## config.mk

```make
export PLATFORM = sky130hd
export DESIGN_NAME = cfft_addr_gen
export DESIGN_NICKNAME = d
export VERILOG_FILES = /design/src/rtl/cfag_pkg.sv /design/src/rtl/cfag_ctrl.sv /design/src/rtl/cfag_dpath.sv /design/src/rtl/cfft_addr_gen.sv
export SDC_FILE = /design/constraint.sdc
export NUM_CORES = 1
export LEC_CHECK = 0
export ABC_AREA = 1
export BUFFER_PORTS_ARGS = -buffer_cell sky130_fd_sc_hd__buf_2
export CORE_ASPECT_RATIO = 1.75
export CORE_UTILIZATION = 50
export CTS_CLUSTER_SIZE = 40
export DETAILED_ROUTE_END_ITERATION = 6
export PLACE_DENSITY = 0.72
export SLEW_MARGIN = 20
export SYNTH_ARGS = -nofsm -noshare
export SYNTH_HDL_FRONTEND = slang
export SYNTH_SLANG_ARGS = --single-unit
```

## constraint.sdc

```tcl
create_clock -name clk -period 2.7 [get_ports clk]
set_clock_uncertainty 0.15 [all_clocks]
set_input_delay 0.54 -clock clk [delete_from_list [all_inputs] [get_ports clk]]
set_output_delay 0.54 -clock clk [all_outputs]
set_load 0.01 [all_outputs]
```

## src/rtl/cfag_pkg.sv

```systemverilog
package cfag_pkg;
  localparam int MaxLog  = 11;
  localparam int MinLog  = 6;
  localparam int AddrW   = MaxLog;
  localparam int Cache0W = (MaxLog + 1) / 2;
  localparam int Cache1W = MaxLog - Cache0W;
  localparam int Grp0W   = MaxLog - Cache0W;
  localparam int GrpW    = Cache0W;
  localparam int BflyW   = Cache0W - 1;
  localparam int RomW    = MaxLog - 1;
  localparam int PassW   = $clog2(Cache0W);
  localparam int CodeW   = 3;
  localparam int PosW    = $clog2(MaxLog);
  localparam int MaxDrop = MaxLog - MinLog;
  localparam int DropW   = $clog2(MaxDrop + 1);

  typedef struct packed {
    logic             stageHi;
    logic [PosW-1:0]  cachePos;
    logic [PosW-1:0]  globPos;
    logic [PosW-1:0]  twShift;
    logic [DropW-1:0] drop;
  } ctrlStrobe_t;
endpackage

```

## src/rtl/cfag_ctrl.sv

```systemverilog
module cfag_ctrl
  import cfag_pkg::*;
(
  input  logic             clk,
  input  logic             rstN,
  input  logic             inValid,
  input  logic             superSel,
  input  logic [PassW-1:0] passIdx,
  input  logic [CodeW-1:0] sizeCode,
  output ctrlStrobe_t      strb
);
  logic [PosW-1:0] passExt;
  assign passExt = PosW'(passIdx);

  always_comb begin
    strb.stageHi = superSel;
    if (superSel) begin
      strb.cachePos = PosW'(Cache1W - 1) - passExt;
      strb.globPos  = PosW'(Cache1W - 1) - passExt;
    end else begin
      strb.cachePos = PosW'(Cache0W - 1) - passExt;
      strb.globPos  = PosW'(Grp0W + Cache0W - 1) - passExt;
    end
    strb.twShift = PosW'(MaxLog - 1) - strb.globPos;
    if (32'(sizeCode) > MaxDrop) strb.drop = '0;
    else strb.drop = DropW'(MaxDrop - 32'(sizeCode));
  end

  // input assumption on the pass range
  p_pass_range_r4: assert property (@(posedge clk) disable iff (!rstN)
    inValid |-> (superSel ? (32'(passIdx) < Cache1W) : (32'(passIdx) < Cache0W)));
endmodule

```

## src/rtl/cfag_dpath.sv

```systemverilog
module cfag_dpath
  import cfag_pkg::*;
(
  input  logic             clk,
  input  logic             rstN,
  input  logic             inValid,
  input  logic [GrpW-1:0]  grpCnt,
  input  logic [BflyW-1:0] bflyCnt,
  input  ctrlStrobe_t      strb,
  output logic             outValid,
  output logic [AddrW-1:0] memAddrTop,
  output logic [AddrW-1:0] memAddrBot,
  output logic [Cache0W-1:0] cacheAddrTop,
  output logic [Cache0W-1:0] cacheAddrBot,
  output logic [RomW-1:0]  romAddr
);
  logic [Cache0W-1:0] bflyPad;
  logic [Cache0W-1:0] cIdx   [2];
  logic [AddrW-1:0]   memMax [2];
  logic [AddrW-1:0]   memRed [2];
  logic [Cache0W-1:0] cRed   [2];
  logic [AddrW-1:0]   twMask;
  logic [AddrW-1:0]   twFull;

  always_comb begin
    if (strb.stageHi) bflyPad = {2'b00, bflyCnt[Cache1W-2:0]};
    else bflyPad = {1'b0, bflyCnt};
  end

  for (genvar op = 0; op < 2; op++) begin : g_operand
    always_comb begin
      cIdx[op][0] = (strb.cachePos == '0) ? 1'(op) : bflyPad[0];
      for (int i = 1; i < Cache0W; i++) begin
        if (PosW'(i) < strb.cachePos) cIdx[op][i] = bflyPad[i];
        else if (PosW'(i) == strb.cachePos) cIdx[op][i] = 1'(op);
        else cIdx[op][i] = bflyPad[i-1];
      end
      if (strb.stageHi) memMax[op] = {grpCnt, cIdx[op][Cache1W-1:0]};
      else memMax[op] = {cIdx[op], grpCnt[Grp0W-1:0]};
      memRed[op] = memMax[op] >> strb.drop;
      if (strb.stageHi) cRed[op] = cIdx[op] >> strb.drop;
      else cRed[op] = cIdx[op];
    end
  end

  always_comb begin
    twMask = ((AddrW'(1) << strb.globPos) - AddrW'(1)) &
             ~((AddrW'(1) << strb.drop) - AddrW'(1));
    twFull = (memMax[0] & twMask) << strb.twShift;
  end

  always_ff @(posedge clk or negedge rstN) begin
    if (!rstN) begin
      outValid     <= 1'b0;
      memAddrTop   <= '0;
      memAddrBot   <= '0;
      cacheAddrTop <= '0;
      cacheAddrBot <= '0;
      romAddr      <= '0;
    end else begin
      outValid <= inValid;
      if (inValid) begin
        memAddrTop   <= memRed[0];
        memAddrBot   <= memRed[1];
        cacheAddrTop <= cRed[0];
        cacheAddrBot <= cRed[1];
        romAddr      <= twFull[RomW-1:0];
      end
    end
  end

  p_valid_follow_r1: assert property (@(posedge clk) disable iff (!rstN)
    inValid |=> outValid);
  p_valid_drop_r1: assert property (@(posedge clk) disable iff (!rstN)
    !inValid |=> !outValid);
  p_pair_one_bit_r8: assert property (@(posedge clk) disable iff (!rstN)
    outValid |-> ($countones(memAddrTop ^ memAddrBot) <= 1 && memAddrTop <= memAddrBot));
  p_cache_pair_r4: assert property (@(posedge clk) disable iff (!rstN)
    outValid |-> ($countones(cacheAddrTop ^ cacheAddrBot) <= 1 && cacheAddrTop <= cacheAddrBot));
  p_hold_mem_r10: assert property (@(posedge clk) disable iff (!rstN)
    !inValid |=> ($stable(memAddrTop) && $stable(memAddrBot) && $stable(romAddr)));
endmodule

```

## src/rtl/cfft_addr_gen.sv

```systemverilog
module cfft_addr_gen
  import cfag_pkg::*;
(
  input  logic             clk,
  input  logic             rstN,
  input  logic             inValid,
  input  logic             superSel,
  input  logic [PassW-1:0] passIdx,
  input  logic [GrpW-1:0]  grpCnt,
  input  logic [BflyW-1:0] bflyCnt,
  input  logic [CodeW-1:0] sizeCode,
  output logic             outValid,
  output logic [AddrW-1:0] memAddrTop,
  output logic [AddrW-1:0] memAddrBot,
  output logic [Cache0W-1:0] cacheAddrTop,
  output logic [Cache0W-1:0] cacheAddrBot,
  output logic [RomW-1:0]  romAddr
);
  ctrlStrobe_t strb;

  cfag_ctrl ctrl_i (
    .clk(clk), .rstN(rstN), .inValid(inValid), .superSel(superSel),
    .passIdx(passIdx), .sizeCode(sizeCode), .strb(strb)
  );

  cfag_dpath dpath_i (
    .clk(clk), .rstN(rstN), .inValid(inValid), .grpCnt(grpCnt),
    .bflyCnt(bflyCnt), .strb(strb), .outValid(outValid),
    .memAddrTop(memAddrTop), .memAddrBot(memAddrBot),
    .cacheAddrTop(cacheAddrTop), .cacheAddrBot(cacheAddrBot),
    .romAddr(romAddr)
  );

  // smallest length keeps addresses inside 64 words
  p_small_range_r6: assert property (@(posedge clk) disable iff (!rstN)
    (inValid && sizeCode == '0) |=> ((memAddrTop >> MinLog) == '0 && (memAddrBot >> MinLog) == '0));
endmodule

```

# Yosys cells after proc, flatten, opt, wreduce, memory -nomap -nowiden
# Cells that the tools add are included.
# W data, S select, Z words.
[classes]
add_sub_neg = 7
n_reduce_logical = 1
n_eq_ne = 5
shifts = 7
order_cmp = 6
bitwise = 3
mux = 29
[op_table]
columns = ["op", "count"]
rows = [
  ["$and A11 B11 Y11", 2],
  ["$mux W1", 22],
  ["$mux W11", 2],
  ["$shr A11 B3 Y11", 2],
  ["$sub A11 B2 Y11 const B", 2],
  ["$mux W6", 2],
  ["$shr A6 B3 Y6", 2],
  ["$not A11 Y11", 1],
  ["$shl A1 B3 Y11 const A", 1],
  ["$shl A1 B4 Y11 const A", 1],
  ["$shl A11 B4 Y10", 1],
  ["$eq A2 B4 Y1 const A", 2],
  ["$eq A3 B4 Y1 const A", 2],
  ["$lt A2 B4 Y1 const A", 2],
  ["$lt A3 B4 Y1 const A", 2],
  ["$mux W8", 1],
  ["$sub A3 B3 Y4 const A", 2],
  ["$mux W5", 1],
  ["$eq A1 B4 Y1 const A", 1],
  ["$logic_not A4 Y1", 1],
  ["$lt A1 B4 Y1 const A", 1],
  ["$sub A4 B3 Y4 const A", 1],
  ["$sub A4 B4 Y4 const A", 1],
  ["$gt A3 B3 Y1 const B", 1],
  ["2 further kinds", 2],
]
[word_totals]
in_bits = 21
out_inout_bits = 45
reg_bits = 45
wordCells = 64

# Depth between registers and ports, before layout
[depth]
word_depth = 8
mapped_depth = 23
ltp_nobuf = 22

# By module
# Synthesis repeated with hierarchy kept, for this count alone.
[unflattened]
hier_cells = 623
hier_area_um2 = 4088.9
[by_module_without_submodules]
columns = ["module", "n_inst", "area_each_um2", "cells_per_inst"]
rows = [
  ["cfag_dpath", 1, 3747.3, 569],
  ["cfag_ctrl", 1, 341.6, 54],
]

# Worst setup path after synthesis
# OpenSTA, ideal clock, no wires.
[synth_path]
kind = "input port to flip-flop"
start = "in passIdx[0]"
end = "reg dpath_i.romAddr[9]"
path_slack_ps = -587
path_buffers = 1
arrival_ps = 3021
stages = 19
required_time_ps = 2434
path_cell_list = "clkinv_2 buf_4 ha_1 nor2_2 nor2_4 inv_2 ha_1 inv_1 nor2_1 nand2_1 ha_1 o21ai_0 o22ai_1 nand3_1 nand3_1 nand3_1 nand3_1 nand2_1 nand2_1"
[synth_between]
elab_chain_len = 8
elab_cells_between_ends = 33
classes_between = "add/sub: 5; order compare: 5; eq/ne: 5; shift: 2; mux: 13; bitwise: 2; reduce/logical: 1"
[synth_rtl]
columns = ["element", "line_no", "rtl"]
rows = [
  ["from (decl)", "cfft_addr_gen.sv:8", "input logic [PassW-1:0] passIdx,"],
  ["parallel branches: the longest is 1 deep, another holds $sub A4 B3 Y4", "-", ""],
  ["$mux W8 *", "cfag_ctrl.sv:17", "if (superSel) begin"],
  ["parallel branches: the longest is 5 deep, another holds $sub A11 B2 Y11", "-", ""],
  ["$shl A11 B4 Y10 *", "cfag_dpath.sv:49", "twFull = (memMax[0] & twMask) << strb.twShift;"],
  ["to (signal assigned)", "cfag_dpath.sv:67", "romAddr <= twFull[RomW-1:0];"],
  ["to (decl)", "cfag_dpath.sv:15", "output logic [RomW-1:0] romAddr"],
]
# Mark *: on every way between the ends.
# A chain may end at the register's enable or synchronous reset.

# Final worst setup path
[layout_path]
start = "in passIdx[1]"
end = "reg dpath_i.romAddr[8]"
# The elaborated chain is that of the path after synthesis.

==> flow_summary.yaml <==
die:
  dieArea_mm2: 0.00861
  chipWidth_um: 70.6
  fp.dieH_um: 122
  ioPinCount: 66
  core_area_mm2: 0.00796
  initial_core_util_pct: 51.6
  num_rows: 43
layout:
  design_area_mm2: 0.00567
  area_growth_pct: 38.0
  regArea_mm2: 0.00113
  drive_above_1_share_pct: 33.7
  diodes: 0
  fin_nets: 817
  multiInputGateArea_mm2: 0.00284
  fillers: 711
worst_setup_path:
  start_kind: "input pin"
  slowest_stage: "a22oi_1"
  critPathBufInv: 5
  crit_arrival_ns: 2.69
  crit_chain: "buf_2 > inv_2 > buf_4 > buf_4 > ha_1 > nand2_2 > a21oi_4 > buf_6 > nand2_8 > nor2_4 > nand2_1 > a22oi_1 > nand3_1 > nand3_2 > nand2_1 > nand2_1 > nand3_2 > a21oi_2"
  crit_type: "input pin to flip-flop"
  crit_family: "simple AND/OR/NAND/NOR gates"
  cp_max_fo: 7
  setup.worst_path.end_class: "flip-flop"
  critical-path-max-stage-delay_ns: 0.29
  critPathMostFrequentCell: "nand2_1"
  cp.required_ns: 2.77
  crit_cells: 18
  ff2ff_path_depth: 3
global_routing:
  antenna_found_initial: 0
  globalRouteMet2Util_pct: 62.5
  grt_pass1_wl_um: 22200
  grt_max_degree: 31
  grt.overflow.total: 0
  grt_usage_pct: 33.0
  use_met3_pct: 3.89
  met1_usage_pct: 35.2
  grt_pass1_vias: 4758
  top_usage_layer: "met2"
drt:
  initialDrtViolationCount: 345
  route.detailed.drc: 16
  wl_um: 14000
  avgViaCountPerCell: 5.65
  vias: 4934
  route.antenna.remaining_nets: 0
  dr.pass1.iters: 7
  wl_per_cell_um: 16.0
logic_synthesis:
  synth-seq-cells: 45
  synth_top_area_share_pct: 27.4
  synth_warnings: 0
  synth.area.mux_share_pct: 0.487
  synth_compound_area_share_pct: 20.0
  synthCells: 635
  ys.flop_type: "dfrtp_1"
  synthAdderAreaFrac_pct: 3.95
  synthTopCellsByArea: "dfrtp_1 27%, nand2_1 17%, nand3_1 8.3%"
  synth_edf_count: 0
  synth_seq_area_share_pct: 27.4
  ys_async_sr_fraction_pct: 100
  yosys.area_share.xor_xnor_pct: 0.821
  synth-simple-area-share_pct: 37.9
  synth.distinct_cells: 46
  synth_top_family_by_area: "simple AND/OR/NAND/NOR gates"
  synth_area_per_cell_um2: 6.48
  syn_area_mm2: 0.00411
  yosysTopAreaCell: "dfrtp_1"
  synth_fp_nets: 669
min_path:
  worst_hold_path_type: "input pin to async pin"
placed_design:
  dp_hpwl_um: 10900
  gp_congestion: 1.02
  io_buffers: 65
  placed_cell_area_mm2: 0.00528
sta:
  tightest_slew_ns: 0.638
  fin_crit_ns: 2.62
  slew_headroom_pct: 57.3
  timing.final.crit_share_pct: 96.9
  rsz0062_at_grt: "true"
  setup_violations: 0
  finalHoldViolations: 0
  max_clock_freq_mhz: 382
  finalMaxSlewViolations: 0
clocking:
  clockRootBuffer: "clkbuf_16"
  clkTransAtPathRegs_ns: 0.07
  clk_latency_ns: 0.29
  clock_sinks: 45
  clockBufferDepth: 2
  cts_made_buffers: 5
  cts_tree: "done"
  h-tree-depth: 2
power_and_ir_drop:
  ir_worst_vdd_mv: 0.324
  seq_power_share_pct: 30.0
  power.share.switching_pct: 38.0
  p_sw_uw: 1040
  clkPwrFrac_pct: 25.7
  p_int_uw: 1700
  power_uw: 2750
  combPwrFrac_pct: 44.3
  power_density_mw_per_mm2: 484
  leakagePower_uw: 0.00294
run:
  cap_violations: 0
run_status:
  outcome: "complete, but fails checks"
  violations: "design-rule violations"
[cell usage after synthesis, types with 3 or more instances]
cell type / count
buf_2: 5
o22ai_1: 11
a31oi_1: 11
nand3_1: 68
a21oi_1: 19
inv_2: 7
o21ai_0: 34
nand2_1: 188
o21ai_2: 8
nor2_4: 3
nand2_2: 7
nor2_2: 9
nor2_1: 51
nand3_2: 3
inv_1: 61
ha_1: 13
nand4_1: 6
dfrtp_1: 45
nor3_1: 4
clkbuf_1: 16
a21oi_2: 3
nand2_4: 5
o21ai_1: 16
o211ai_1: 12
[path summary, 6_finish.rpt]
kind	start	to	slack, ns
min reg2reg	dpath_i.memAddrBot[8]	dpath_i.memAddrBot[8]	0.32
min in group clk	dpath_i.memAddrBot[8]	dpath_i.memAddrBot[8]	0.32
max	passIdx[1]	dpath_i.romAddr[8]	0.08
max reg2reg	dpath_i.memAddrTop[4]	dpath_i.memAddrTop[4]	1.68
max in group asynchronous	rstN	dpath_i.romAddr[9]	1.77
min	rstN	dpath_i.cacheAddrTop[1]	0.04
[repair_timing]
item / CTS / global route
pin swaps: 8 / 10
gates cloned: 0 / 1
hold buffers: 0 / 0
setup buffers: 4 / 4
setup endpoints to repair: 3 / 32
gates resized for setup: 6 / 36
[per-layer routing]
layer | part of all wire (%) | vias up
li1 | - | 2402
met1 | 37 | 2294
met2 | 54 | 190
met3 | 5.0 | 48
met4 | 4.6 | 0
met5 | 0 | -
[per-stage QoR]
| step | hold WS [ns] | setup slack [ns] | cells | TNS, ns | utilization [%] |
|---|---|---|---|---|---|
| floorplan | 0.0944 | -0.0590 | 635 | -0.0739 | - |
| global placement | 0.312 | -0.309 | 857 | -4.53 | 66.3 |
| detailed placement | 0.317 | -0.365 | 857 | -5.93 | 66.3 |
| CTS | 0.0457 | 0.0187 | 869 | 0 | 69.1 |
| global route | 0.0675 | -0.0733 | 874 | -0.493 | 71.3 |
| finish | 0.0392 | 0.0840 | 874 | 0 | 71.3 |
[final cells by class]
class                           count  share of cell area (%)
Clock inverter                      3                   0.816
Clock buffer                        5                    2.21
Inverter                           71                    5.20
Multi-Input combinational cell    494                    50.0
Tap cell                           90                    1.98
Timing Repair Buffer              166                    19.9
Sequential cell                    45                    19.8
[power groups by stage]
stage	clock, uW	sequential (uW)	combinational (uW)
after global routing	733	831	1330
final	706	823	1220
after CTS	709	821	1150
after detailed placement	0	832	1140
after global placement	0	829	1120
after floorplan	0	877	624
[cell usage in the layout (no fill, tap or decap), drive strengths merged, types with 2 or more instances in the layout]
cell | netlist | layout
nor3 | 4 | 4
inv | 68 | 68
ha | 13 | 13
o21ai | 58 | 58
dfrtp | 45 | 45
o22ai | 11 | 11
a22o | 2 | 2
clkinv | 3 | 4
nand3 | 72 | 72
a21oi | 24 | 24
nand4 | 6 | 6
clkbuf | 16 | 5
o221ai | 2 | 2
o311ai | 2 | 2
nand2 | 200 | 200
nor2 | 64 | 65
xor2 | 3 | 3
o211ai | 12 | 12
mux2i | 2 | 2
a31oi | 11 | 11
buf | 10 | 166
[state kept, by name, indices dropped and copies added, names as in the netlist]
name / flops
dpath_i.romAddr: 10
dpath_i.memAddrTop: 11
dpath_i.cacheAddrBot: 6
dpath_i.memAddrBot: 11
dpath_i.outValid: 1
dpath_i.cacheAddrTop: 6
[cells by family after synthesis]
group | after synthesis
and+or+nand+nor | 347
AOI/OAI and AO/OA | 128
buffers and inverters | 97
DFF | 45
adders and majority gates | 13
xor gates and xnor gates | 3
muxes | 2
No activity file was read; power rests on OpenSTA's default activity.
